==> config.mk <==
export PLATFORM = sky130hd
export DESIGN_NAME = i2s_serial_tx
export DESIGN_NICKNAME = d
export VERILOG_FILES = /design/src/rtl/i2s_serial_tx.sv
export SDC_FILE = /design/constraint.sdc
export NUM_CORES = 1
export LEC_CHECK = 0
export BUFFER_PORTS_ARGS = -buffer_cell sky130_fd_sc_hd__buf_2
export CAP_MARGIN = 20
export CORE_MARGIN = 2
export CORE_UTILIZATION = 25
export CTS_CLUSTER_DIAMETER = 100
export DETAILED_ROUTE_END_ITERATION = 10
export GPL_TIMING_DRIVEN = 0
export PLACE_DENSITY = 0.41
export SYNTH_ARGS = -nofsm -noshare
export SYNTH_HDL_FRONTEND = slang
export SYNTH_SLANG_ARGS = --single-unit
==> constraint.sdc <==
create_clock -name clk -period 5.1 [get_ports clk]
set_clock_uncertainty 0.1 [all_clocks]
set_input_delay 1.02 -clock clk [delete_from_list [all_inputs] [get_ports clk]]
set_output_delay 1.02 -clock clk [all_outputs]
set_load 0.02 [all_outputs]
==> src/rtl/i2s_serial_tx.sv <==
module i2s_serial_tx #(
  parameter int DATA_W = 16,
  parameter int SLOT_W = 32
) (
  input  logic              clk,
  input  logic              rst_n,
  input  logic              cfg_glb_en,
  input  logic              cfg_tx_en,
  input  logic              cfg_line_en,
  input  logic              cfg_slave,
  input  logic [1:0]        cfg_fmt,
  input  logic              cfg_bclk_inv,
  input  logic              cfg_lrck_inv,
  input  logic [2:0]        cfg_chan_sel,
  input  logic [7:0]        cfg_chan_map,
  input  logic              bclk_tick,
  input  logic              ext_bclk,
  input  logic              ext_lrck,
  input  logic              s_valid,
  input  logic [DATA_W-1:0] s_data,
  output logic              s_ready,
  output logic              sdo,
  output logic              bclk_out,
  output logic              lrck_out
);

  localparam int FRAME = 2 * SLOT_W;
  localparam int CW = $clog2(FRAME);
  localparam int DI = $clog2(DATA_W);
  localparam logic [CW-1:0] LAST = CW'(FRAME - 1);
  localparam logic [CW-1:0] SLOT = CW'(SLOT_W);
  localparam logic [CW-1:0] RJ_OFF = CW'(SLOT_W - DATA_W);

  logic active, is_i2s, is_rj;
  logic [1:0] need;
  assign active = cfg_glb_en & cfg_tx_en & cfg_line_en;
  assign is_i2s = (cfg_fmt == 2'd0);
  assign is_rj  = (cfg_fmt == 2'd2);
  assign need   = (cfg_chan_sel != 3'd0) ? 2'd2 : 2'd1;

  logic bck, bq, lprev, synced;
  logic [CW-1:0] pos, pos_inc, pos_nx;
  logic [1:0] fill;
  logic [DATA_W-1:0] hold0, hold1, frm0, frm1;

  logic nb, nl, left_in, rise_left, fall, latch, full;
  assign nb        = ext_bclk ^ cfg_bclk_inv;
  assign nl        = ext_lrck ^ cfg_lrck_inv;
  assign left_in   = is_i2s ? ~nl : nl;
  assign rise_left = left_in & ~lprev;
  assign fall      = cfg_slave ? (bq & ~nb) : (bclk_tick & bck);
  assign pos_inc   = (pos == LAST) ? '0 : pos + 1'b1;

  always_comb begin
    if (!cfg_slave)     pos_nx = pos_inc;
    else if (rise_left) pos_nx = is_i2s ? LAST : '0;
    else if (synced)    pos_nx = pos_inc;
    else                pos_nx = LAST;
  end

  assign full    = (fill == need);
  assign latch   = fall && (pos_nx == '0);
  assign s_ready = active && (fill < need);

  logic [3:0] idx0, idx1;
  logic [DATA_W-1:0] pick0, pick1;
  assign idx0  = cfg_chan_map[3:0];
  assign idx1  = cfg_chan_map[7:4];
  assign pick0 = (idx0 < {2'b00, need}) ? (idx0[0] ? hold1 : hold0) : '0;
  assign pick1 = (idx1 < {2'b00, need}) ? (idx1[0] ? hold1 : hold0) : '0;

  always_ff @(posedge clk or negedge rst_n) begin
    if (!rst_n) begin
      bck <= 1'b0; bq <= 1'b0; lprev <= 1'b1; synced <= 1'b0;
      pos <= LAST; fill <= '0;
      hold0 <= '0; hold1 <= '0; frm0 <= '0; frm1 <= '0;
    end else if (!active) begin
      bck <= 1'b0; bq <= nb; lprev <= 1'b1; synced <= 1'b0;
      pos <= LAST; fill <= '0;
      hold0 <= '0; hold1 <= '0; frm0 <= '0; frm1 <= '0;
    end else begin
      bq <= nb;
      if (!cfg_slave && bclk_tick) bck <= ~bck;
      if (fall) begin
        pos <= pos_nx;
        if (cfg_slave) begin
          lprev <= left_in;
          if (rise_left) synced <= 1'b1;
        end
      end
      if (latch) begin
        frm0 <= full ? pick0 : '0;
        frm1 <= full ? pick1 : '0;
      end
      if (latch && full) begin
        fill <= '0;
      end else if (s_valid && s_ready) begin
        if (fill == 2'd0) hold0 <= s_data;
        else              hold1 <= s_data;
        fill <= fill + 1'b1;
      end
    end
  end

  logic half, in_win;
  logic [CW-1:0] kpos, koff, krel;
  logic [DI-1:0] bit_sel;
  assign half    = (pos >= SLOT);
  assign kpos    = half ? pos - SLOT : pos;
  assign koff    = is_rj ? RJ_OFF : '0;
  assign krel    = kpos - koff;
  assign in_win  = (kpos >= koff) && (krel < CW'(DATA_W));
  assign bit_sel = DI'(DATA_W - 1) - krel[DI-1:0];
  assign sdo     = in_win & (half ? frm1[bit_sel] : frm0[bit_sel]);

  logic lr_norm;
  assign lr_norm  = is_i2s ? (pos_inc >= SLOT) : (pos < SLOT);
  assign bclk_out = cfg_slave ? 1'b0 : (bck ^ cfg_bclk_inv);
  assign lrck_out = cfg_slave ? 1'b0 : (lr_norm ^ cfg_lrck_inv);

  AST_IDLE_SILENT: assert property (@(posedge clk) disable iff (!rst_n)
    !active |=> !sdo);
  AST_BCLK_TICK_ONLY: assert property (@(posedge clk) disable iff (!rst_n)
    (active && !cfg_slave && !bclk_tick) |=> $stable(bck));
  AST_LRCK_ON_FALL: assert property (@(posedge clk) disable iff (!rst_n)
    (!cfg_slave && active && $past(active) && !$stable(lrck_out)) |-> $fell(bck));
  AST_SDO_ON_FALL: assert property (@(posedge clk) disable iff (!rst_n)
    (active && $past(active) && !$stable(sdo)) |-> $past(fall));
  AST_READY_DROPS: assert property (@(posedge clk) disable iff (!rst_n)
    (s_valid && s_ready && (fill == need - 2'd1)) |=> !s_ready);

endmodule

==> out/results.ini <==
[detailed_routing]
wl_mm = 12.7
vias_per_cell = 5.08
vias = 3605
first_iter_violations = 217
drtAntennaViolNets = 0
first_pass_iters = 4
drcViolationCount = 0
wl_per_cell_um = 17.9

[power]
pwr-share-seq_pct = 44.0
p_int_w = 0.00106
p_sw_w = 0.000327
switching_share_pct = 23.6
pwr-share-clk_pct = 47.2
combPwrFrac_pct = 8.7
leakagePower_nw = 2.30
power_density_mw_per_mm2 = 268
ir_worst_vdd_uv = 146

[worst_hold_path]
hold_end = frm1[5]$_DFFE_PN0P_
worstHoldPathType = flop to flop
hold_path_depth = 2
min_from = frm1[5]$_DFFE_PN0P_

[timing]
tns_ps = 0
rsz0062_at_grt = no
drv_slew = 0
fmax_ghz = 0.272
finalHoldViolations = 0
finalCritPeriodShare_pct = 72.0
worstMarginPinSlew_ps = 710
setup_viol = 0
slew_headroom_pct = 52.6
fin_crit_ps = 3670

[place]
dp_cells = 694
place.detailed.hpwl_mm = 9.78
place_congestion = 0.785
io_buffers = 42

[grt]
overflow = 0
grt_start_max_net_pins = 49
grtUsageTotal_pct = 15.0
grt_pass1_wl_mm = 21.1
antenna_found_initial = 0
grt_pass1_vias = 3828

[setup_path]
r2r-end = hold0[10]$_DFFE_PN0P_
critPathCaptureType = output port
crit_type = primary input to output port
rr_worst_depth = 9
cp_data_required_time_ps = 3980
rrSetupSlack_ps = 2480
crit_arrival_ps = 2550
r2r_start = pos[1]$_DFFE_PN1P_
worstSetupStartpointType = primary input
cp_cell_sequence = buf_2 -> or3_1 -> inv_1 -> ha_1 -> nor2b_1 -> nor3_2 -> buf_2
crit_path_max_fanout = 5
cpMostUsedCell = buf_2
cpMaxStageDelayCell = or3_1
slowest_delay_ps = 400

[synthesis]
syn_area_per_cell_sq_um = 10.2
synth_area_leaders = dfrtp_1 (40%), mux2i_1 (9.7%), nand3_1 (6.5%)
synth_top_area_share_pct = 39.8
yosys_warnings = 0
async_reset_ff_share_pct = 100
syn_inst = 426
ys_types = 54
yosysTopAreaCell = dfrtp_1
yosysSeqAreaShare_pct = 44.0
ys.flop_type = dfrtp_1
synthesis.nets = 474
synth-edff-count = 0
yosys_register_bits = 76
synth_area_sq_mm = 0.00434

[layout]
final_layout_size_suffix_gt1_share_pct = 20.4
fin_nets = 528
syn_to_final_growth_pct = 18.9
final_util_pct = 30.1
final_cells = 710
diodes = 0

[clock_tree]
clk_pin_slew_ps = 50
clkSinkCount = 76
cts_buffers = 9
insertion_delay_ps = 350
cts_setup_buffers = 0
htree_levels = 3
ctsResizeCount = 0
clk_path_buf_depth = 2
cts-root-buf = clkbuf_16
cts_tree = done
cts_hold_buf = 0

[floorplan]
rows = 48
core_area_sq_mm = 0.0171
die_height_um = 136
die_area_sq_mm = 0.0184
die_x_um = 136
initial_core_util_pct = 25.4
ios = 45

[run_status]
status = completed

[run]
drv_cap = 0

-- flip-flops by register name, indices dropped and copies added (netlist names) --
signal and count:
bck 1, fill 2, bq 1, synced 1, frm1 16, frm0 16
hold1 16, hold0 16, pos 6, lprev 1
-- cells in the mapped netlist, types with 2 or more instances --
master     count
mux2i_1       42
and3_1        19
a31o_1        13
a31o_2         3
o21ai_0       22
a21oi_1       23
o221ai_1       4
buf_1          5
dfrtp_1       69
inv_1          9
nor2_1        12
clkbuf_1      13
xnor2_1        7
ha_1           7
o211ai_1       3
nand3_1       56
buf_6          4
dfstp_2        7
nand2b_1       2
o21ai_4        2
a31oi_1        2
buf_2          9
nand3b_1       2
mux4_2         4
a2111oi_0      2
o21a_1         2
nor3_1         3
o22ai_1        3
buf_4          5
o31ai_1       32
nor2b_1        4
nand2_1       12
a21o_1         2
nand4_1        2
-- stage by stage --
step           hold slack, ps  worst slack (ps)  total power (W)  area [sq um]
6_report                  396              1430          0.00138          5160
5_1_grt                   433              1240          0.00144          5160
4_1_cts                   401              1410          0.00140          5160
3_5_place_dp              389              1370         0.000742          4860
3_3_place_gp              380              1450         0.000739          4830
2_1_floorplan             364              1710         0.000686          4340
-- layout make-up --
class,instances,area [sq um]
tap,225,282
inverter,10,37.5
timing repair buffer,43,240
clock inverter,1,30.0
sequential,76,1910
fill,1853,12000
buffer,36,195
multi-input combinational,304,2200
clock buffer,15,268
-- worst max-delay path: cells and delay by family --
family	cells	cell delay, ps
simple gates	3	790
buf+inv	3	480
fa+ha+maj	1	260
-- cells in the final DEF, fill, tap and decap left out, types with 2 or more instances in the layout --
| master | Yosys | routed |
|---|---|---|
| a2111oi_0 | 2 | 2 |
| a21o_1 | 2 | 2 |
| a21oi_1 | 23 | 23 |
| a31o_1 | 13 | 13 |
| a31o_2 | 3 | 3 |
| a31oi_1 | 2 | 2 |
| and3_1 | 19 | 19 |
| buf_1 | 5 | 5 |
| buf_2 | 9 | 50 |
| buf_4 | 5 | 6 |
| buf_6 | 4 | 4 |
| clkbuf_1 | 13 | 17 |
| clkbuf_16 | 0 | 9 |
| clkbuf_8 | 0 | 2 |
| dfrtp_1 | 69 | 69 |
| dfstp_2 | 7 | 7 |
| ha_1 | 7 | 7 |
| inv_1 | 9 | 9 |
| mux2i_1 | 42 | 42 |
| mux4_2 | 4 | 4 |
| nand2_1 | 12 | 12 |
| nand2b_1 | 2 | 2 |
| nand3_1 | 56 | 56 |
| nand3b_1 | 2 | 2 |
| nand4_1 | 2 | 2 |
| nor2_1 | 12 | 12 |
| nor2b_1 | 4 | 4 |
| nor3_1 | 3 | 3 |
| o211ai_1 | 3 | 3 |
| o21a_1 | 2 | 2 |
| o21ai_0 | 22 | 22 |
| o21ai_4 | 2 | 2 |
| o221ai_1 | 4 | 4 |
| o22ai_1 | 3 | 3 |
| o31ai_1 | 32 | 32 |
| xnor2_1 | 7 | 7 |
-- how the worst max path moves through the flow --
stage / end / depth (start not counted) / slack (ps) / from
after floorplan: s_ready / 5 / 1710 / cfg_chan_sel[1]
after global placement: hold0[8]$_DFFE_PN0P_ / 11 / 1450 / cfg_chan_sel[1]
after detailed placement: hold1[9]$_DFFE_PN0P_ / 11 / 1370 / cfg_chan_sel[1]
after CTS: sdo / 8 / 1410 / pos[0]$_DFFE_PN1P_
after global routing: sdo / 8 / 1240 / pos[0]$_DFFE_PN1P_
final: s_ready / 7 / 1430 / cfg_chan_sel[1]
-- routing by layer --
metal	part of all wire (%)	wire length (um)	GRT usage, %
met2	48	6150	24.5
met4	1.9	237	6.19
met3	2.8	351	2.02
met5	0	0	0
met1	47	5960	20.0
-- power groups by stage --
stage	clock (W)	sequential [W]	combinational, W
finish	0.000653	0.000608	0.000121
global route	0.000697	0.000608	0.000135
CTS	0.000667	0.000608	0.000123
detailed placement	0	0.000619	0.000123
global placement	0	0.000619	0.000120
floorplan	0	0.000619	0.0000669
-- kinds of logic after synthesis --
family	Yosys count	synth area share (%)
AOI/OAI and AO/OA	122	20.1
and+or+nand+nor	121	14.9
DFF	76	44.0
buffers and inverters	46	5.36
muxes	46	11.8
xor gates and xnor gates	8	1.79
adders and majority gates	7	2.02
Power figures use the tool's default switching activity.
